`config.mk`:
```
export PLATFORM = sky130hd
export DESIGN_NAME = des_ctl_top
export DESIGN_NICKNAME = d
export VERILOG_FILES = /design/src/rtl/des_ctl_pkg.sv /design/src/rtl/des_stub_core.sv /design/src/rtl/des_chain.sv /design/src/rtl/des_ctl_top.sv
export SDC_FILE = /design/constraint.sdc
export NUM_CORES = 1
export LEC_CHECK = 0
export ABC_AREA = 1
export BUFFER_PORTS_ARGS = -buffer_cell sky130_fd_sc_hd__clkbuf_2
export CELL_PAD_IN_SITES_DETAIL_PLACEMENT = 1
export CELL_PAD_IN_SITES_GLOBAL_PLACEMENT = 2
export CORE_ASPECT_RATIO = 0.5
export CORE_UTILIZATION = 25
export CTS_CLUSTER_DIAMETER = 120
export DETAILED_ROUTE_END_ITERATION = 12
export GPL_TIMING_DRIVEN = 0
export HOLD_SLACK_MARGIN = 0.02
export PLACE_DENSITY_LB_ADDON = 0.1
export SLEW_MARGIN = 40
export SYNTH_ARGS = -nofsm -noshare
export SYNTH_HDL_FRONTEND = slang
export SYNTH_SLANG_ARGS = --single-unit
```
`constraint.sdc`:
```
create_clock -name clk -period 3.4 [get_ports clk]
set_input_delay 0.68 -clock clk [delete_from_list [all_inputs] [get_ports clk]]
set_output_delay 0.68 -clock clk [all_outputs]
set_load 0.05 [all_outputs]
```
`src/rtl/des_ctl_pkg.sv`:
```
package des_ctl_pkg;
  localparam int WORD_W    = 32;
  localparam int BLK_W     = 64;
  localparam int KEY_WORDS = 6;
  localparam int ROT       = 8;

  localparam logic [7:0] A_IV_HI  = 8'h18;
  localparam logic [7:0] A_IV_LO  = 8'h1C;
  localparam logic [7:0] A_CTRL   = 8'h20;
  localparam logic [7:0] A_LEN    = 8'h24;
  localparam logic [7:0] A_DAT_HI = 8'h28;
  localparam logic [7:0] A_DAT_LO = 8'h2C;
  localparam logic [7:0] A_DMA    = 8'h30;
  localparam logic [7:0] A_REV    = 8'h34;
  localparam logic [7:0] A_IRQ_ST = 8'h3C;
  localparam logic [7:0] A_IRQ_EN = 8'h40;

  localparam int B_CBC = 4;
  localparam int B_TDES = 3;
  localparam int B_ENC = 2;
  localparam int B_EVT_IN = 1;
  localparam int B_EVT_OUT = 2;
  localparam int B_DMA_GO = 0;
  localparam int B_DMA_IN = 5;
  localparam int B_DMA_OUT = 6;

  function automatic logic [BLK_W-1:0] key_mix(
      input logic [KEY_WORDS*WORD_W-1:0] kw, input logic tdes);
    logic [BLK_W-1:0] m;
    m = {kw[0*WORD_W +: WORD_W], kw[1*WORD_W +: WORD_W]};
    if (tdes)
      m = m ^ {kw[2*WORD_W +: WORD_W], kw[3*WORD_W +: WORD_W]}
            ^ {kw[4*WORD_W +: WORD_W], kw[5*WORD_W +: WORD_W]};
    return m;
  endfunction

  function automatic logic [BLK_W-1:0] stub_enc(
      input logic [BLK_W-1:0] x, input logic [BLK_W-1:0] k);
    logic [BLK_W-1:0] t;
    t = x ^ k;
    return {t[BLK_W-ROT-1:0], t[BLK_W-1 -: ROT]};
  endfunction

  function automatic logic [BLK_W-1:0] stub_dec(
      input logic [BLK_W-1:0] y, input logic [BLK_W-1:0] k);
    return {y[ROT-1:0], y[BLK_W-1:ROT]} ^ k;
  endfunction

  function automatic logic [WORD_W-1:0] len_after_block(input logic [WORD_W-1:0] l);
    return (l >= WORD_W'(8)) ? l - WORD_W'(8) : '0;
  endfunction
endpackage

```
`src/rtl/des_stub_core.sv`:
```
module des_stub_core
  import des_ctl_pkg::*;
#(
  parameter int LAT = 4
) (
  input  logic             clk,
  input  logic             rst_n,
  input  logic             start,
  input  logic [BLK_W-1:0] blk_in,
  input  logic [BLK_W-1:0] mix_key,
  input  logic             enc,
  output logic             busy,
  output logic             done,
  output logic [BLK_W-1:0] blk_out
);
  localparam int CNT_W = (LAT > 1) ? $clog2(LAT + 1) : 1;

  logic [CNT_W-1:0] cnt_q;
  logic [BLK_W-1:0] dat_q, key_q;
  logic             enc_q;

  always_ff @(posedge clk) begin
    if (!rst_n) begin
      busy  <= 1'b0;
      cnt_q <= '0;
      dat_q <= '0;
      key_q <= '0;
      enc_q <= 1'b0;
    end else if (start && !busy) begin
      busy  <= 1'b1;
      cnt_q <= CNT_W'(LAT - 1);
      dat_q <= blk_in;
      key_q <= mix_key;
      enc_q <= enc;
    end else if (busy) begin
      if (cnt_q == '0) busy <= 1'b0;
      else             cnt_q <= cnt_q - 1'b1;
    end
  end

  assign done    = busy && (cnt_q == '0);
  assign blk_out = enc_q ? stub_enc(dat_q, key_q) : stub_dec(dat_q, key_q);
endmodule

```
`src/rtl/des_chain.sv`:
```
module des_chain
  import des_ctl_pkg::*;
(
  input  logic              clk,
  input  logic              rst_n,
  input  logic              iv_we_hi,
  input  logic              iv_we_lo,
  input  logic [WORD_W-1:0] wdata,
  input  logic              cbc,
  input  logic              enc,
  input  logic              start,
  input  logic [BLK_W-1:0]  blk_in,
  input  logic              done,
  input  logic [BLK_W-1:0]  core_out,
  output logic [BLK_W-1:0]  core_in,
  output logic [BLK_W-1:0]  blk_res,
  output logic [BLK_W-1:0]  chain
);
  logic [BLK_W-1:0] held_q;

  always_ff @(posedge clk) begin
    if (!rst_n) begin
      chain  <= '0;
      held_q <= '0;
    end else begin
      if (start) held_q <= blk_in;
      if (iv_we_hi) chain[BLK_W-1 -: WORD_W] <= wdata;
      if (iv_we_lo) chain[WORD_W-1:0]        <= wdata;
      if (done && cbc) chain <= enc ? core_out : held_q;
    end
  end

  assign core_in = (cbc && enc)  ? (blk_in ^ chain)   : blk_in;
  assign blk_res = (cbc && !enc) ? (core_out ^ chain) : core_out;
endmodule

```
`src/rtl/des_ctl_top.sv`:
```
module des_ctl_top
  import des_ctl_pkg::*;
#(
  parameter int LAT       = 4,
  parameter int REV_MAJOR = 2,
  parameter int REV_MINOR = 5
) (
  input  logic        clk,
  input  logic        rst_n,
  input  logic        bus_sel,
  input  logic        bus_wr,
  input  logic [7:0]  bus_addr,
  input  logic [31:0] bus_wdata,
  output logic [31:0] bus_rdata,
  output logic        irq,
  output logic        dma_in_req,
  output logic        dma_out_req
);
  logic wr_en, rd_en, cfg_we, in_rdy, out_rdy, in_rdy_d, out_rdy_d;
  logic evt_in, evt_out, start, blk_take, st_we, len_we, key0_busy_wr;
  logic cbc_q, tdes_q, enc_q;
  logic [2:1] st_q, en_q;
  logic [2:0] dma_q;
  logic [WORD_W-1:0] len_q, din_hi_q;
  logic [WORD_W-1:0] key_q [KEY_WORDS];
  logic [KEY_WORDS*WORD_W-1:0] key_flat;
  logic [BLK_W-1:0] res_q, core_in, core_out, blk_res, chain;
  logic core_busy, core_done;

  assign wr_en  = bus_sel && bus_wr;
  assign rd_en  = bus_sel && !bus_wr;
  assign in_rdy = !core_busy && !out_rdy;
  assign cfg_we = wr_en && in_rdy;
  assign start  = cfg_we && (bus_addr == A_DAT_LO);
  assign blk_take = rd_en && (bus_addr == A_DAT_LO) && out_rdy;
  assign st_we  = wr_en && (bus_addr == A_IRQ_ST);
  assign len_we = wr_en && (bus_addr == A_LEN);
  assign key0_busy_wr = wr_en && !in_rdy && (bus_addr == 8'h00);
  assign evt_in  = in_rdy && !in_rdy_d;
  assign evt_out = out_rdy && !out_rdy_d;

  for (genvar i = 0; i < KEY_WORDS; i++) begin : g_key
    always_ff @(posedge clk) begin
      if (!rst_n) key_q[i] <= '0;
      else if (cfg_we && bus_addr == 8'(4 * i)) key_q[i] <= bus_wdata;
    end
    assign key_flat[i*WORD_W +: WORD_W] = key_q[i];
  end

  des_chain u_chain (
    .clk(clk), .rst_n(rst_n),
    .iv_we_hi(cfg_we && bus_addr == A_IV_HI),
    .iv_we_lo(cfg_we && bus_addr == A_IV_LO),
    .wdata(bus_wdata), .cbc(cbc_q), .enc(enc_q),
    .start(start), .blk_in({din_hi_q, bus_wdata}),
    .done(core_done), .core_out(core_out),
    .core_in(core_in), .blk_res(blk_res), .chain(chain)
  );

  des_stub_core #(.LAT(LAT)) u_core (
    .clk(clk), .rst_n(rst_n), .start(start), .blk_in(core_in),
    .mix_key(key_mix(key_flat, tdes_q)), .enc(enc_q),
    .busy(core_busy), .done(core_done), .blk_out(core_out)
  );

  always_ff @(posedge clk) begin
    if (!rst_n) begin
      {cbc_q, tdes_q, enc_q} <= '0;
      din_hi_q <= '0;
      res_q    <= '0;
      out_rdy  <= 1'b0;
      in_rdy_d <= 1'b0;
      out_rdy_d <= 1'b0;
      len_q    <= '0;
      dma_q    <= '0;
      st_q     <= '0;
      en_q     <= '0;
    end else begin
      in_rdy_d  <= in_rdy;
      out_rdy_d <= out_rdy;
      if (cfg_we && bus_addr == A_CTRL)
        {cbc_q, tdes_q, enc_q} <= {bus_wdata[B_CBC], bus_wdata[B_TDES], bus_wdata[B_ENC]};
      if (cfg_we && bus_addr == A_DAT_HI) din_hi_q <= bus_wdata;
      if (core_done) begin
        res_q   <= blk_res;
        out_rdy <= 1'b1;
      end else if (blk_take) begin
        out_rdy <= 1'b0;
      end
      if (len_we)        len_q <= {bus_wdata[WORD_W-1:3], 3'b000};
      else if (blk_take) len_q <= len_after_block(len_q);
      if (wr_en && bus_addr == A_DMA)
        dma_q <= {bus_wdata[B_DMA_OUT], bus_wdata[B_DMA_IN], bus_wdata[B_DMA_GO]};
      if (wr_en && bus_addr == A_IRQ_EN)
        en_q <= {bus_wdata[B_EVT_OUT], bus_wdata[B_EVT_IN]};
      st_q[B_EVT_IN]  <= evt_in  || (st_q[B_EVT_IN]  && !(st_we && !bus_wdata[B_EVT_IN]));
      st_q[B_EVT_OUT] <= evt_out || (st_q[B_EVT_OUT] && !(st_we && !bus_wdata[B_EVT_OUT]));
    end
  end

  assign irq         = |(st_q & en_q);
  assign dma_in_req  = dma_q[0] && dma_q[1] && in_rdy;
  assign dma_out_req = dma_q[0] && dma_q[2] && out_rdy;

  always_comb begin
    bus_rdata = '0;
    case (bus_addr)
      A_IV_HI:  bus_rdata = chain[BLK_W-1 -: WORD_W];
      A_IV_LO:  bus_rdata = chain[WORD_W-1:0];
      A_CTRL:   bus_rdata = {27'b0, cbc_q, tdes_q, enc_q, in_rdy, out_rdy};
      A_LEN:    bus_rdata = len_q;
      A_DAT_HI: bus_rdata = res_q[BLK_W-1 -: WORD_W];
      A_DAT_LO: bus_rdata = res_q[WORD_W-1:0];
      A_DMA:    bus_rdata = {25'b0, dma_q[2], dma_q[1], 4'b0, dma_q[0]};
      A_REV:    bus_rdata = {21'b0, 3'(REV_MAJOR), 2'b0, 6'(REV_MINOR)};
      A_IRQ_ST: bus_rdata = {29'b0, st_q, 1'b0};
      A_IRQ_EN: bus_rdata = {29'b0, en_q, 1'b0};
      default:  bus_rdata = '0;
    endcase
  end
endmodule

```
==> run summary, run 1 <==
The met3 track demand over resource in global routing is around 5.1%. The final critical path time including I/O delays and setup came out at between 3 and 4 ns. In this run the horizontal extent of the chip is roughly 480 um.

The worst setup path is captured at an output port. The placer congestion estimate came out at 0.935. The buffer type at the clock tree root is sky130_fd_sc_hd__clkbuf_16. The layout-stage area growth over the synthesis result came out at 17.5%.

The highest net fanout along the worst path came out at 10. The met2 demand-to-capacity share in global routing came out at about two fifths. The DRC violations left is 0. The power consumption came out at between 0.015 and 0.02 W. The all-layer global routing usage is 27.7%. The first-pass iteration count of the detailed router came out at 5. The total of max-cap violations came out at 0.

The required time of the critical path came out at 2.72 ns. The area of the core came out at 113,000 um^2. The global-route wire length before repair is 218,000 um. The predominant post-synthesis flop cell is sky130_fd_sc_hd__dfxtp_1. The switching share of power came out at 25.5%. The synthesized netlist net count came out at about 3,700. The count of endpoints failing hold in the final timing report is 0.

The layer with the highest usage is met2. The number of global-route vias before repair is 26,300. The number of buffers on the longest clock path came out at 3. The highest ir drop seen on vdd came out at 0.000272 V.

The critical path in this run is classified as input pin to output port. The initial core utilization came out at 25.3%. STA classifies the critical path startpoint as an input pin. Yosys printed 0 warnings. Entering global routing, the biggest net connects 33 pins. The count of port buffers added during placement came out at 77. The number of placed instances, taps included, is 5,201. The number of nets still failing antenna checks after routing came out at 0. The number of top-level pins came out at 79. The area fraction of the dominant cell type after synthesis is 28.1%.

The highest achievable clock rate came out at roughly 300 MHz. The iteration-0 DRC count of the detailed router came out at 2,826. The critical path arrival came out at 2.68 ns. The maximum clock skew at final layout came out at between 0.02 and 0.025 ns. The area of the die is 116,000 um^2.

The global-route congestion overflow total is 0. Dividing the synthesized area by the synthesized cell count gives 7.94 um^2. The height of the die came out at 241 um. The period utilization is between 90% and 100%. The final instance area is 33,600 um^2.

The cell internal power dissipation is between 0.01 and 0.015 W. The filler cells instantiated in the layout total 13,400. The number of antenna violations at the first check in global routing came out at 12.

The clock reaches the later pin of the worst-skew pair after 0.70 ns. The final net count came out at 3,806. Ranked by total cell area, the synthesized netlist is headed by sky130_fd_sc_hd__dfxtp_1 (28%), sky130_fd_sc_hd__edfxtp_1 (20%), sky130_fd_sc_hd__o21ai_0 (8.1%). The clock network accounts for 49.6% of the total power.

In this run the power spent charging and discharging nets is 0.00409 W. In this run, synthesis inferred 192 flip-flops with an integrated enable. The total routed wirelength came out at 162,000 um. The share of flip-flops with an asynchronous set or reset after synthesis came out at 0%. The number of buffers created by CTS is 67. The static power due to leakage came out at 12.0 nW. The count of endpoints failing setup in the final report is 0. The hold-fix buffer count after cts is 0. The post-synthesis register bit count is 594. The per-cell routed wire length is around 30 um. The number of standard cells after synthesis is roughly 3,600. The half-perimeter wire length after detailed placement is 126,000 um. For met1 alone, demand over resource in global routing was about two fifths. For this design the ratio of total power to cell area is 476 nW/um^2.

The sequential power share came out at a little under half. The number of library cell types mapped by synthesis is 36. The worst slew margin relative to its limit is between 30% and 40%. The clock transition at the registers of the reported paths is 0.06 ns. The final-report max-slew violation count is 0. Of all cell types, the one taking the most synthesized area is sky130_fd_sc_hd__dfxtp_1.

TritonCTS built the clock tree. The detail-routed via count per cell came out at 5.11. The routed via count is 27,200. The H-tree was split into 3 levels.

The layout cell share with drive strength beyond 1 came out at 8.66%. The tightest hold path in the finished design has a slack of 0.350 ns. The cell area that synthesis handed to floorplanning was 28,600 um^2.

Of the synthesized area, sequential elements account for 48.2%. The cell area reported after detailed placement came out at 31,100 um^2. In this run the core area contains 87 standard-cell rows. The run finished with clean final reports. In this run the worst hold path is classified as input pin to register. The final cell count without fillers is approximately 5,300. The share of total power dissipated in combinational logic is 4.0%. The slew at the pin closest to its max-slew limit came out at 1.02 ns. The total clock sinks came out at between 500 and 600.
## worst max-delay path, cell delays in order
cell and delay [ns]:
sky130_fd_sc_hd__clkbuf_2 0.10, sky130_fd_sc_hd__nor2_2 0.18, sky130_fd_sc_hd__nand3_2 0.25, sky130_fd_sc_hd__nor2_4 0.30
sky130_fd_sc_hd__inv_1 0.13, sky130_fd_sc_hd__clkbuf_4 0.28, sky130_fd_sc_hd__o22ai_1 0.25, sky130_fd_sc_hd__nor2_1 0.06
sky130_fd_sc_hd__o21ai_1 0.12, sky130_fd_sc_hd__clkbuf_2 0.32
## registers in the layout, summed over array words and instances (netlist names), 2 cells and up
signal          count
key_q             192
res_q              64
u_chain.chain      64
u_chain.held_q     64
u_core.dat_q       64
u_core.key_q       64
din_hi_q           32
len_q              32
dma_q               3
u_core.cnt_q        3
en_q                2
st_q                2
## logic make-up after synthesis
group / after synthesis / synth area share (%)
AND/OR/NAND/NOR: 1077 / 15.2
AO/OA/AOI/OAI: 1067 / 20.1
buffers and inverters: 596 / 8.11
flip-flops: 594 / 48.2
XOR/XNOR: 269 / 8.23
adder cells (fa/ha/maj): 3 / 0.131
## synthesized netlist by cell type (5+ instances only)
library cell,number
sky130_fd_sc_hd__o21ai_0,463
sky130_fd_sc_hd__nor2_1,444
sky130_fd_sc_hd__dfxtp_1,402
sky130_fd_sc_hd__inv_2,8
sky130_fd_sc_hd__inv_1,361
sky130_fd_sc_hd__edfxtp_1,192
sky130_fd_sc_hd__a31oi_1,64
sky130_fd_sc_hd__clkbuf_1,157
sky130_fd_sc_hd__buf_1,12
sky130_fd_sc_hd__buf_2,41
sky130_fd_sc_hd__xor2_1,204
sky130_fd_sc_hd__a21oi_1,351
sky130_fd_sc_hd__o22ai_1,104
sky130_fd_sc_hd__nand2_1,442
sky130_fd_sc_hd__a21boi_0,64
sky130_fd_sc_hd__o21bai_1,8
sky130_fd_sc_hd__clkinv_1,12
sky130_fd_sc_hd__nor3_1,5
sky130_fd_sc_hd__xnor2_1,65
sky130_fd_sc_hd__nand4_1,12
sky130_fd_sc_hd__nand3_1,158
## placed cells by master, fill, tap and decap left out, types with 46 or more instances in the layout
| cell type | count |
|---|---|
| sky130_fd_sc_hd__o21ai_0 | 407 |
| sky130_fd_sc_hd__edfxtp_1 | 192 |
| sky130_fd_sc_hd__a21oi_1 | 351 |
| sky130_fd_sc_hd__xor2_1 | 204 |
| sky130_fd_sc_hd__a31oi_1 | 64 |
| sky130_fd_sc_hd__nor2_1 | 439 |
| sky130_fd_sc_hd__inv_1 | 360 |
| sky130_fd_sc_hd__a21boi_0 | 64 |
| sky130_fd_sc_hd__clkbuf_2 | 85 |
| sky130_fd_sc_hd__o21ai_1 | 46 |
| sky130_fd_sc_hd__dfxtp_1 | 402 |
| sky130_fd_sc_hd__buf_2 | 51 |
| sky130_fd_sc_hd__xnor2_1 | 65 |
| sky130_fd_sc_hd__o22ai_1 | 102 |
| sky130_fd_sc_hd__clkbuf_1 | 129 |
| sky130_fd_sc_hd__nand2_1 | 434 |
| sky130_fd_sc_hd__nand3_1 | 155 |
| sky130_fd_sc_hd__clkbuf_16 | 69 |
## area by class of cell
type,count,area (um^2),area share (%)
Clock inverter,28,345,1.03
Buffer,215,966,2.87
Multi-Input combinational cell,2416,12700,37.7
Timing Repair Buffer,84,556,1.65
Inverter,381,1440,4.26
Sequential cell,594,13800,41.0
Tap cell,1513,1890,5.63
Antenna cell,4,10.0,0.0297
Clock buffer,92,1940,5.77
## per-layer routing
layer	vias up	share of wire (%)	wire length, um
li1	12300	-	-
met1	13900	49	79700
met2	819	42	67700
met3	162	6.5	10600
met4	4	2.4	3970
met5	-	0.013	21
## through the flow
stage / utilization (%) / TNS [ns] / setup slack (ns)
final: 29.8 / 0 / 0.0379
after global routing: 29.7 / -0.00183 / -0.00127
after CTS: 29.7 / 0 / 0.000985
after detailed placement: 27.5 / -18.61 / -0.821
after global placement: 27.3 / -334.14 / -1.73
after floorplan: - / 0 / 0.246
## power by group through the flow
| stage | logic (W) | registers, W | clock network (W) |
|---|---|---|---|
| floorplan | 0.000236 | 0.00758 | 0 |
| global placement | 0.000608 | 0.00759 | 0 |
| detailed placement | 0.000631 | 0.00759 | 0 |
| CTS | 0.000638 | 0.00743 | 0.00807 |
| global route | 0.000669 | 0.00743 | 0.00836 |
| finish | 0.000642 | 0.00743 | 0.00795 |
## final timing paths
check                                           from                             to  slack, ns  depth (start not counted)
worst min-delay path                          bus_wr           out_rdy$_SDFFE_PN0P_       0.35                          5
worst max register to register    enc_q$_SDFFE_PN0P_  u_core.dat_q[40]$_SDFFE_PN0P_       0.37                          7
worst min register to register  out_rdy_d$_SDFF_PN0_             st_q[2]$_SDFF_PN0_       0.44                          1
worst max-delay path                     bus_addr[1]                  bus_rdata[10]       0.04                         10
## repair_timing
action / 4_1_cts / 5_1_grt
buffers inserted: 2 / 0
endpoints found under the setup margin: 32 / 26
pin swaps: 1 / 0
gates resized for setup: 47 / 33
Power figures use the tool's default switching activity.
==> run 2: changes to the inputs <==
==> constraint.sdc (replaced) <==
create_clock -name clk -period 3.4 [get_ports clk]
set_input_delay 0.51 -clock clk [delete_from_list [all_inputs] [get_ports clk]]
set_output_delay 0.51 -clock clk [all_outputs]
set_load 0.05 [all_outputs]
==> run summary, run 2 (synthesized netlist as in run 1, its figures left out) <==
The iteration-0 DRC count of the detailed router is 2,695 (-4.6%). The final-report max-slew violation count came out at 0 (unchanged). The startpoint of the most critical hold path is bus_wr. The highest ir drop seen on vdd came out at 0.000273 V (+0.34%). The initial core utilization came out at 25.3% (unchanged). The final net count came out at 3,804 (-0.053%). STA classifies the critical path startpoint as an input pin. The layout cell share with drive strength beyond 1 came out at 8.32% (-0.34 points).

The per-cell routed wire length is 30.4 um (+0.12%). The power per unit of standard cell area came to 478 nW/um^2 (+0.36%). The register area is 13,800 um^2 (unchanged). The count of port buffers added during placement is 77 (unchanged). The TritonCTS clock tree is built. The slew at the pin closest to its max-slew limit is 0.985 ns (-0.0389 ns). The horizontal extent of the die is 481 um (unchanged). The critical path arrival is 2.84 ns (+0.16 ns). The endpoint identified for the worst register-to-register timing path is u_core.dat_q[8]$_SDFFE_PN0P_. The maximum clock skew at final layout was 0.0205 ns (-0.000909 ns).

The routed via count came out at 27,100 (-0.31%). The worst slew margin relative to its limit came out at 33.9% (+2.6 points). The final critical path time including I/O delays and setup is 3.35 ns (-0.0144 ns).

The detailed-routing wirelength on met1 came out at 79,900 um (+0.16%). The final-layout setup total negative slack came out at 0 ns (unchanged). The minimum setup slack among reg-to-reg paths came out at 0.40 ns (+0.03 ns).

The required time of the critical path is 2.89 ns (+0.17 ns). The hold-fix buffer count after cts is 0 (unchanged). The area of the die is 116,000 um^2 (unchanged). The smallest setup slack after layout came out at 0.0523 ns (+0.0144 ns).

STA classifies the critical path endpoint as an output port. The global-route congestion overflow total came out at 0 (unchanged). The slowest stage of the critical path belongs to the cell sky130_fd_sc_hd__o221ai_2.

The highest achievable clock rate came out at 299 MHz (+0.43%). The number of buffers created by CTS came out at 67 (unchanged). The count of endpoints failing setup in the final report is 0 (unchanged). The period utilization came out at 98.5% (-0.42 points).

The total routed wirelength is 162,000 um (about the same). The highest net fanout along the worst path is 10 (unchanged). The static power due to leakage was 11.9 nW (-0.31%). The number of buffers inserted by post-CTS setup repair was 0 (-2). The number of buffers on the longest clock path is 3 (unchanged). The half-perimeter wire length after detailed placement is 126,000 um (unchanged). More flip-flops sit in one register than any other, and that register is key_q.

The number of antenna violations at the first check in global routing came to 12 (unchanged). The height of the die was 241 um (unchanged). The first-pass iteration count of the detailed router is 5 (unchanged). The number of fill cells is 13,400 (+0.045%). Walking the worst path, the cells encountered are clkbuf_2 > nor2_1 > nand3_2 > nor2_2 > inv_1 > clkbuf_2 > o221ai_2 > clkbuf_2. The tree is rooted in a sky130_fd_sc_hd__clkbuf_16. The final standard cell utilization of the core came out at 29.6% (-0.12 points). The met3 layer wire length in the routed design is 10,500 um (-0.45%). The all-layer global routing usage came out at 27.7% (about the same). The total of max-cap violations is 0 (unchanged). The number of nets still failing antenna checks after routing is 0 (unchanged). The number of top-level pins is 79 (unchanged). The cell row count came out at 87 (unchanged).

The setup slack after placement came out at -0.481 ns (+0.340 ns). The level count of the clock H-tree came out at 3 (unchanged). The uppermost metal layer occupied by signal nets is met5.

The global-route wire length before repair is 218,000 um (about the same). The maximum number of pins on one net before global-route repair came out at 33 (unchanged). The total length of routed met2 wires is 67,700 um (+0.13%).

Setup repair after global routing left no endpoint under its margin. The count of endpoints failing hold in the final timing report was 0 (unchanged). The flip-flop count of the largest register after layout is 192 (unchanged). The worst reg2reg path depth is 7 (unchanged). In the layout the commonest cells are sky130_fd_sc_hd__nor2_1 (440), sky130_fd_sc_hd__nand2_1 (435), sky130_fd_sc_hd__o21ai_0 (409), sky130_fd_sc_hd__dfxtp_1 (402), sky130_fd_sc_hd__inv_1 (361). The total clock sinks came to 594 (unchanged). The cell with the most instances on the worst path is sky130_fd_sc_hd__clkbuf_2.

The run finished with clean final reports. The clock transition at the registers of the reported paths is 0.06 ns (about the same). The area of the core is 113,000 um^2 (unchanged). For hold timing, the worst endpoint is out_rdy$_SDFFE_PN0P_. The worst min-delay path category is input pin to register. The insertion delay of the later-clocked pin in the worst-skew pair came out at 0.70 ns (about the same).

The DRC violations left came to 0 (unchanged). The layout-stage area growth over the synthesis result is 17.0%. The path type of the worst setup path is input pin to output port. The area of the multi-input gates is 12,600 um^2 (-0.54%). The launching point of the worst reg2reg path is enc_q$_SDFFE_PN0P_.

The instance count along the most critical hold path is 5 (unchanged). The peak per-stage delay on the critical path is 0.45 ns (+0.13 ns). The detail-routed via count per cell is 5.09 (-0.24%). The number of global-route vias before repair came out at 26,300 (-0.023%). Leaving out fill and tap cells, the most frequent cell in the layout is sky130_fd_sc_hd__nor2_1.

The placer congestion estimate is 0.935 (unchanged).
[run 2: report_power, final]
group | switching, W | internal, W
Clock | 0.00351 | 0.00443
Combinational | 0.000533 | 0.000107
Sequential | 0.0000384 | 0.00739
[run 2: critical path, delay by kind of cell]
family                 cells  cell delay (ns)
AOI/OAI and AO/OA          1             0.45
buffers and inverters      4             1.04
and+or+nand+nor            3             0.82
[run 2: routing by layer]
layer / up-vias / GRT usage [%]
met3: 155 / 5.22
met1: 13900 / 40.7
met2: 793 / 41.2
met5: - / 0
met4: 2 / 6.87
li1: 12300 / -
[run 2: final cells by class]
type / instances / area share [%]
Buffer: 215 / 2.82
Sequential cell: 594 / 41.2
Clock inverter: 28 / 1.03
Tap cell: 1513 / 5.65
Inverter: 381 / 4.27
Antenna cell: 2 / 0.0149
Multi-Input combinational cell: 2416 / 37.7
Clock buffer: 92 / 5.80
Timing Repair Buffer: 82 / 1.53
[run 2: how the worst max path moves through the flow]
stage	start	end	slack [ns]	depth (start not counted)
floorplan	bus_addr[7]	bus_rdata[11]	0.59	6
global placement	rst_n	key_q[4][25]$_SDFFCE_PN0P_	-1.56	4
detailed placement	bus_addr[6]	bus_rdata[23]	-0.48	9
CTS	bus_addr[6]	bus_rdata[16]	-0.001	11
global route	bus_addr[1]	bus_rdata[16]	0.003	11
finish	bus_addr[1]	bus_rdata[23]	0.05	8
[run 2: repair_timing]
action,4_1_cts,5_1_grt
setup endpoints to repair,32,20
hold endpoints to repair,0,0
gates resized for setup,18,6
pin swaps,0,1
[run 2: through the flow]
step | std cells | cell area, um^2 | hold WS (ns) | power [W]
detailed placement | 5201 | 31100 | 0.417 | 0.00822
global route | 5321 | 33500 | 0.193 | 0.0165
CTS | 5321 | 33500 | 0.130 | 0.0161
floorplan | 3606 | 28600 | 0.399 | 0.00781
global placement | 5196 | 30900 | 0.426 | 0.00820
finish | 5323 | 33500 | 0.183 | 0.0160
